==> src/rtl/psru_pkg.sv <==
package psru_pkg;

    localparam int MODE_W       = 5;
    localparam logic [MODE_W-1:0] MODE_USER = 5'b10000;
    localparam logic [MODE_W-1:0] MODE_SUPV = 5'b10011;
    localparam int IRQ_MASK_BIT = 7;
    localparam int FIQ_MASK_BIT = 6;

    typedef enum logic [1:0] {
        OP_IDLE  = 2'b00,
        OP_READ  = 2'b01,
        OP_WRITE = 2'b10,
        OP_TRAP  = 2'b11
    } op_e;

    typedef enum logic {
        TGT_LIVE  = 1'b0,
        TGT_SAVED = 1'b1
    } tgt_e;

    typedef struct packed {
        op_e  op;
        tgt_e tgt;
        logic flags_only;
        logic imm_form;
    } req_t;

    function automatic logic mode_is_user(input logic [MODE_W-1:0] m);
        return m == MODE_USER;
    endfunction

    function automatic logic narrow_write(input logic user, input logic flags_only,
                                          input logic imm_form);
        return user | flags_only | imm_form;
    endfunction

endpackage

==> src/rtl/psru_access_ctl.sv <==
module psru_access_ctl
    import psru_pkg::*;
#(
    parameter int DW     = 32,
    parameter int FLAG_W = 4
) (
    input  req_t          req,
    input  logic [DW-1:0] wr_data,
    input  logic [DW-1:0] live,
    input  logic [DW-1:0] saved,
    output logic          live_we,
    output logic          saved_we,
    output logic [DW-1:0] live_nxt,
    output logic [DW-1:0] saved_nxt,
    output logic          rd_en,
    output logic [DW-1:0] rd_val
);
    localparam logic [DW-1:0] FLAG_MASK = {{FLAG_W{1'b1}}, {(DW-FLAG_W){1'b0}}};

    logic          user;
    logic          is_wr;
    logic [DW-1:0] mask;

    always_comb begin
        user      = mode_is_user(live[MODE_W-1:0]);
        is_wr     = (req.op == OP_WRITE);
        mask      = narrow_write(user, req.flags_only, req.imm_form) ? FLAG_MASK : '1;
        live_we   = is_wr && (req.tgt == TGT_LIVE);
        saved_we  = is_wr && (req.tgt == TGT_SAVED) && !user;
        live_nxt  = (live  & ~mask) | (wr_data & mask);
        saved_nxt = (saved & ~mask) | (wr_data & mask);
        rd_en     = (req.op == OP_READ);
        if (req.tgt == TGT_LIVE)
            rd_val = live;
        else if (user)
            rd_val = '0;
        else
            rd_val = saved;
    end

endmodule

==> src/rtl/psru_trap_gen.sv <==
module psru_trap_gen
    import psru_pkg::*;
#(
    parameter int            DW       = 32,
    parameter logic [DW-1:0] LINK_OFS = 32'd4
) (
    input  logic [DW-1:0] live,
    input  logic [DW-1:0] pc,
    output logic [DW-1:0] live_trap,
    output logic [DW-1:0] link
);
    always_comb begin
        live_trap                 = live;
        live_trap[MODE_W-1:0]     = MODE_SUPV;
        live_trap[IRQ_MASK_BIT]   = 1'b1;
        link                      = pc + LINK_OFS;
    end

endmodule

==> src/rtl/psru_status_reg.sv <==
module psru_status_reg #(
    parameter int            DW      = 32,
    parameter logic [DW-1:0] RST_VAL = '0
) (
    input  logic          clk,
    input  logic          rst,
    input  logic          load_a,
    input  logic [DW-1:0] val_a,
    input  logic          load_b,
    input  logic [DW-1:0] val_b,
    output logic [DW-1:0] q
);
    always_ff @(posedge clk) begin
        if (rst)
            q <= RST_VAL;
        else if (load_a)
            q <= val_a;
        else if (load_b)
            q <= val_b;
    end

endmodule

==> src/rtl/psr_trap_unit.sv <==
module psr_trap_unit
    import psru_pkg::*;
#(
    parameter int            DW       = 32,
    parameter int            FLAG_W   = 4,
    parameter logic [DW-1:0] TRAP_VEC = 32'h0000_0008,
    parameter logic [DW-1:0] LINK_OFS = 32'd4
) (
    input  logic          clk,
    input  logic          rst,
    input  logic [1:0]    req_op,
    input  logic          req_target,
    input  logic          req_flags_only,
    input  logic          req_imm,
    input  logic [DW-1:0] wr_data,
    input  logic [DW-1:0] pc_in,
    output logic [DW-1:0] rd_data,
    output logic [DW-1:0] pc_next,
    output logic          pc_redirect,
    output logic [DW-1:0] link_value
);
    localparam logic [DW-1:0] LIVE_RST =
        DW'({1'b1, 1'b1, 1'b0, MODE_SUPV}) | (DW'(1) << IRQ_MASK_BIT) | (DW'(1) << FIQ_MASK_BIT);

    req_t          req;
    logic          is_trap;
    logic          live_we, saved_we, rd_en;
    logic [DW-1:0] live_q, saved_q;
    logic [DW-1:0] live_nxt, saved_nxt, rd_val;
    logic [DW-1:0] live_trap, link;

    assign req     = '{op: op_e'(req_op), tgt: tgt_e'(req_target),
                       flags_only: req_flags_only, imm_form: req_imm};
    assign is_trap = (req.op == OP_TRAP);

    psru_access_ctl #(.DW(DW), .FLAG_W(FLAG_W)) u_access (
        .req       (req),
        .wr_data   (wr_data),
        .live      (live_q),
        .saved     (saved_q),
        .live_we   (live_we),
        .saved_we  (saved_we),
        .live_nxt  (live_nxt),
        .saved_nxt (saved_nxt),
        .rd_en     (rd_en),
        .rd_val    (rd_val)
    );

    psru_trap_gen #(.DW(DW), .LINK_OFS(LINK_OFS)) u_trap (
        .live      (live_q),
        .pc        (pc_in),
        .live_trap (live_trap),
        .link      (link)
    );

    // Trap takes priority; a trap and a write never share a cycle since op is one code.
    psru_status_reg #(.DW(DW), .RST_VAL(LIVE_RST)) u_live (
        .clk    (clk),
        .rst    (rst),
        .load_a (is_trap),
        .val_a  (live_trap),
        .load_b (live_we),
        .val_b  (live_nxt),
        .q      (live_q)
    );

    psru_status_reg #(.DW(DW), .RST_VAL('0)) u_saved (
        .clk    (clk),
        .rst    (rst),
        .load_a (is_trap),
        .val_a  (live_q),
        .load_b (saved_we),
        .val_b  (saved_nxt),
        .q      (saved_q)
    );

    always_ff @(posedge clk) begin
        if (rst) begin
            rd_data     <= '0;
            pc_next     <= '0;
            pc_redirect <= 1'b0;
            link_value  <= '0;
        end else begin
            pc_redirect <= is_trap;
            if (rd_en)
                rd_data <= rd_val;
            if (is_trap) begin
                pc_next    <= TRAP_VEC;
                link_value <= link;
            end
        end
    end

endmodule

==> config.mk <==
export PLATFORM = sky130hd
export DESIGN_NAME = psr_trap_unit
export DESIGN_NICKNAME = d
export VERILOG_FILES = /design/src/rtl/psru_pkg.sv /design/src/rtl/psru_access_ctl.sv /design/src/rtl/psru_trap_gen.sv /design/src/rtl/psru_status_reg.sv /design/src/rtl/psr_trap_unit.sv
export SDC_FILE = /design/constraint.sdc
export NUM_CORES = 1
export LEC_CHECK = 0
export ABC_AREA = 0
export BUFFER_PORTS_ARGS = -buffer_cell sky130_fd_sc_hd__buf_4
export CAP_MARGIN = 0
export CORE_MARGIN = 1
export CORE_UTILIZATION = 35
export CTS_CLUSTER_DIAMETER = 50
export DETAILED_ROUTE_END_ITERATION = 7
export SYNTH_ARGS = -nofsm -noshare
export SYNTH_HDL_FRONTEND = slang
export SYNTH_SLANG_ARGS = --single-unit
export TNS_END_PERCENT = 1
==> constraint.sdc <==
create_clock -name clk -period 2.3 [get_ports clk]
set_clock_uncertainty 0.15 [all_clocks]
set_input_delay 0.345 -clock clk [delete_from_list [all_inputs] [get_ports clk]]
set_output_delay 0.345 -clock clk [all_outputs]
set_load 0.01 [all_outputs]
## Yosys cells after proc, flatten, opt, wreduce, memory -nomap -nowiden

Index checks and enable logic that the tools add are counted.

- Flip-flop bits (word level): 130
- Bits of input ports: 71
- Output and inout port bits: 97
- Logic and storage cells: 34

- Add/subtract/negate cells: 1
- Equality and inequality tests: 4
- Muxes and demuxes: 5
- Bitwise gates (word level): 10
- Reduce and logical (&&, ||, !) cells: 7

Operators with widths:

| kind | count |
|---|---|
| 32-bit 2-to-1 mux | 4 |
| 32-bit bitwise AND | 3 |
| 32-bit bitwise OR | 2 |
| 32-bit by 3-bit adder with 32-bit output (second input constant) | 1 |
| 32-bit inverter | 1 |
| 28-bit 2-to-1 mux | 1 |
| 5-bit equality test (second input constant) | 1 |
| 2-bit equality test (second input constant) | 2 |
| 1-bit logical AND | 3 |
| 2-bit by 1-bit equality test with 1-bit output (second input constant) | 1 |
| 1-bit inverter | 2 |
| 1-bit bitwise OR | 2 |
| 2-bit AND reduction | 1 |
| 2-bit nonzero test | 1 |
| 2-bit OR reduction | 1 |
| 1-bit logical NOT | 1 |

## Logic depth before layout (Yosys ltp)

- Word-level depth: 9
- Mapped depth: 7
- Mapped depth without buffers: 5

## By module

A second synthesis with hierarchy kept.

- Cells, all modules: 902
- Area, all modules: 8,056.5 um^2

Modules (own cells, without submodules):

| module | instances | cells an instance | area an instance (um^2) | sequential area each (um^2) |
|---|---|---|---|---|
| psr_trap_unit | 1 | 287 | 2,869.0 | 1,321.3 |
| psru_status_reg at u_live | 1 | 143 | 1,541.5 | 640.6 |
| psru_status_reg at u_saved | 1 | 142 | 1,510.2 | 640.6 |
| psru_access_ctl | 1 | 213 | 1,307.5 | 0.0 |
| psru_trap_gen | 1 | 117 | 828.3 | 0.0 |

## Worst setup path after synthesis

Ideal clock, no wire load.

- Kind: input-to-reg
- Start: input pc_in[2]
- End: register link_value[26]
- Setup time: 0.091 ns
- Arrival: 2.015 ns
- Data required time: 2.059 ns
- Path slack: 0.044 ns
- Stages on the path: 6
- Buffers on the path: 1
- Cell sequence: ha_1 -> nand3_1 -> or4_1 -> buf_2 -> or4_1 -> a311oi_1

- Cells in the longest elaborated chain, start to end: 1

RTL lines:

| what | RTL line | RTL |
|---|---|---|
| start: declaration | psr_trap_unit.sv:16 | `input logic [DW-1:0] pc_in,` |
| 32-bit by 3-bit adder with 32-bit output | psru_trap_gen.sv:16 | `link = pc + LINK_OFS;` |
| end signal: assignment | psr_trap_unit.sv:89 | `link_value <= link;` |
| end: declaration | psr_trap_unit.sv:20 | `output logic [DW-1:0] link_value` |

Every way passes these cells.
A chain may end at the register's enable or synchronous reset.

==> metrics.md <==
| Metric | Value |
|---|---|
| Status | completed |
| Critical path required time | roughly 2.4 ns |
| Root Buffer | clkbuf_16 |
| # IOs | 168 |
| Die W | about 130 µm |
| P_sw | 0.00148 W |
| Internal power | around 0.0042 W |
| Clock Power Share | approximately 46% |
| CP bufs+invs | 1 |
| Slowest CP cell | or4b_1 |
| Post-synth cell types | 46 |
| Largest net degree at the start of global routing | 63 |
| Initial Utilization | 36.1% |
| Setup CP Type | flip-flop to flip-flop |
| DRT Pass-1 Iters | 5 |
| Worst Hold Depth | 3 |
| Final Setup Violations | 0 |
| GRT Util Overall | 20.1% |
| Layout cells sized above 1 | approximately a quarter |
| Routed len/inst | ~16 µm |
| Hold-fix buffers, CTS | 4 |
| Setup_tns | 0 ns |
| Fin crit share | between 90% and 100% |
| Yosys warnings | 0 |
| Drt drc | 0 |
| Num CTS Buffers | 17 |
| Post-layout power | between 0.005 and 0.006 W |
| Floorplan row count | 46 |
| # nets final | approximately 860 |
| Post-synthesis cell area | 5750 µm² |
| RSZ-0062 raised after global routing | false |
| PwrDens | 760 nW/µm² |
| Critical path launch point type | flip-flop |
| Vias | roughly 5.5k |
| CP max stage delay | approximately 0.63 ns |
| Worst VDD drop | 0.000536 V |
| Post-Layout Cell Count | about 1.0k |
| Final hold vios | 0 |
| Leak | about 3.2 nW |
| Setup slack after placement | -0.0345 ns |
| Final setup margin | between 0.1 and 0.15 ns |
| Hold WC Path Type | primary input to flip-flop |
| Routed WL | between 15000 and 20000 µm |
| Cell Area, Placed | around 6900 µm² |
| Cell taking the most area after synthesis | dfxtp_1 |
| Worst rel slew slack | between 50% and 60% |
| CTS HTree Levels | 4 |
| CTS Buffer Depth | 2 |
| Layout area overhead | 31.1% |
| Initial antenna violation count | 0 |
| Combinational share of power | 11.7% |
| Max-Cap Viols | 0 |
| DP HPWL | 11100 µm |
| CP Max Fanout | 8 |
| Worst R2R Path Depth | 5 |
| CTS tree | yes |
| Max frequency | 458 MHz |
| Global-route wire length before repair | about 26000 µm |
| Final instance area | around 7500 µm² |
| Post-synthesis sequential area ratio | approximately 45% |
| Register bit count reported by yosys | 130 |
| Syn_area_per_cell | between 8 and 9 µm² |
| Gp weighted congestion | 0.842 |
| Grt total ovfl | 0 |
| Die area | roughly 17000 µm² |
| Synth cell count leaders | dfxtp_1 (130), nor2_1 (92), clkbuf_1 (45) |
| Most used DFF post-synth | dfxtp_1 |
| 1st-iter DRT viols | 316 |
| Post-DRT Antenna Nets | 0 |
| Synth area leaders | dfxtp_1 (45%), nor2_1 (6.0%), mux2i_1 (5.9%), a221oi_1 (4.9%), buf_4 (4.2%) |
| Slew @ Worst Pin | between 0.6 and 0.7 ns |
| Vias in the first global route | between 5k and 6k |
| Antenna Diode Count | 0 |
| Number of flops mapped to enable cells by yosys | 0 |
| IO buf count | approximately 140 |
| Worst-Skew Late Latency | roughly 0.42 ns |
| Vias per cell | between 5 and 6 |
| Placed cells | 980 |
| Asr flop ratio synth | 0% |
| Worst path depth | 5 |
| Most numerous cell in the Yosys netlist | dfxtp_1 |
| Tmin final | 2.18 ns |
| Reg power frac | 42.0% |
| Crit-path cells | or4b_1 -> o21a_1 -> buf_4 -> o21ai_0 -> a211oi_1 |
| # resized after CTS | 0 |
| Post-CTS Setup Bufs | 0 |
| Crit-path leading delay family | compound AO/OA/AOI/OAI gates |
| Chip height | around 130 µm |
| WP data arrival | between 2 and 2.5 ns |
| Register clock-pin slew on the reported worst setup and hold paths | around 0.060 ns |
| Switching Share | ~26% |
| Cells after synthesis | 657 |
| Critical path capture point type | flip-flop |
| Core area | between 15000 and 20000 µm² |
| Sink Count | between 100 and 150 |
| Max-slew violations | 0 |
| Top-area cell type share of the netlist area | between 40% and 50% |
-- cells by family after synthesis --
kind of cell               Yosys count  share of synthesized area [%]
adders and majority gates            1                          0.217
muxes                               34                           5.92
DFF                                130                           45.2
other                                1                         0.0652
xor gates and xnor gates            14                           2.13
buffers and inverters               97                           8.63
AOI/OAI and AO/OA                  149                           18.9
and+or+nand+nor                    231                           18.9
-- stage by stage --
step | util (%) | hold WS, ns
finish | 47.3 | 0.0250
global route | 47.3 | 0.00953
CTS | 47.3 | 0.00124
detailed placement | 43.4 | 0.300
global placement | 43.4 | 0.291
floorplan | - | 0.281
-- metal layers --
metal	share of wire, %	wire length, µm	track usage (%)
met5	0	0	0
met2	50	8210	35.1
met3	8.1	1340	6.19
met1	41	6730	22.5
met4	1.6	264	8.41
-- final cells by class --
cell class,count,area [µm²]
fillers,1546,8400
multi-input cells,460,2770
flip-flops and latches,130,2600
repair buffers,166,1270
clock buffers,17,425
well taps,216,270
clock inverters,15,159
inverters,12,45.0
-- cells in the final DEF (no fill, tap or decap), types with 3 or more instances in the layout --
master / netlist / routed
nor3_1: 41 / 41
conb_1: 1 / 31
a221oi_1: 32 / 32
nand2_1: 25 / 25
a211oi_1: 18 / 18
xnor2_1: 10 / 10
nor2_1: 92 / 91
dlygate4sd3_1: 0 / 4
inv_1: 12 / 12
o211ai_1: 3 / 3
buf_4: 32 / 161
a221o_1: 3 / 3
a311oi_1: 8 / 8
a21oi_1: 36 / 36
or3_1: 6 / 6
o311a_1: 3 / 3
nand4_1: 7 / 7
o21ai_0: 9 / 9
inv_6: 0 / 3
a22oi_1: 28 / 28
mux2i_1: 34 / 34
dfxtp_1: 130 / 130
nand3_1: 38 / 38
nor4_1: 4 / 4
or4_1: 6 / 6
clkbuf_16: 0 / 17
clkinvlp_4: 0 / 6
xor2_1: 4 / 4
-- path summary, 6_finish.rpt --
kind                               startpoint  slack, ns       endpoint
worst max-delay path                flip-flop       0.12  u_saved.q[30]
worst min-delay path               wr_data[0]       0.03      flip-flop
worst max register to register      flip-flop       0.12  u_saved.q[30]
worst min register to register  link_value[0]       0.31  link_value[0]
-- power by group through the flow --
| stage | logic, W | registers [W] | clock network, W |
|---|---|---|---|
| final | 0.000670 | 0.00241 | 0.00265 |
| after global routing | 0.000737 | 0.00242 | 0.00281 |
| after CTS | 0.000674 | 0.00241 | 0.00272 |
| after detailed placement | 0.000666 | 0.00245 | 0 |
| after global placement | 0.000656 | 0.00245 | 0 |
| after floorplan | 0.000338 | 0.00247 | 0 |
-- worst reg2reg max path: cells and delay by family, from the launching register on --
kind | cells | cell delay (ns)
DFF | 1 | 0.33
buffers and inverters | 1 | 0.17
and+or+nand+nor | 1 | 0.63
AOI/OAI and AO/OA | 3 | 0.75
No activity file was read; power rests on OpenSTA's default activity.
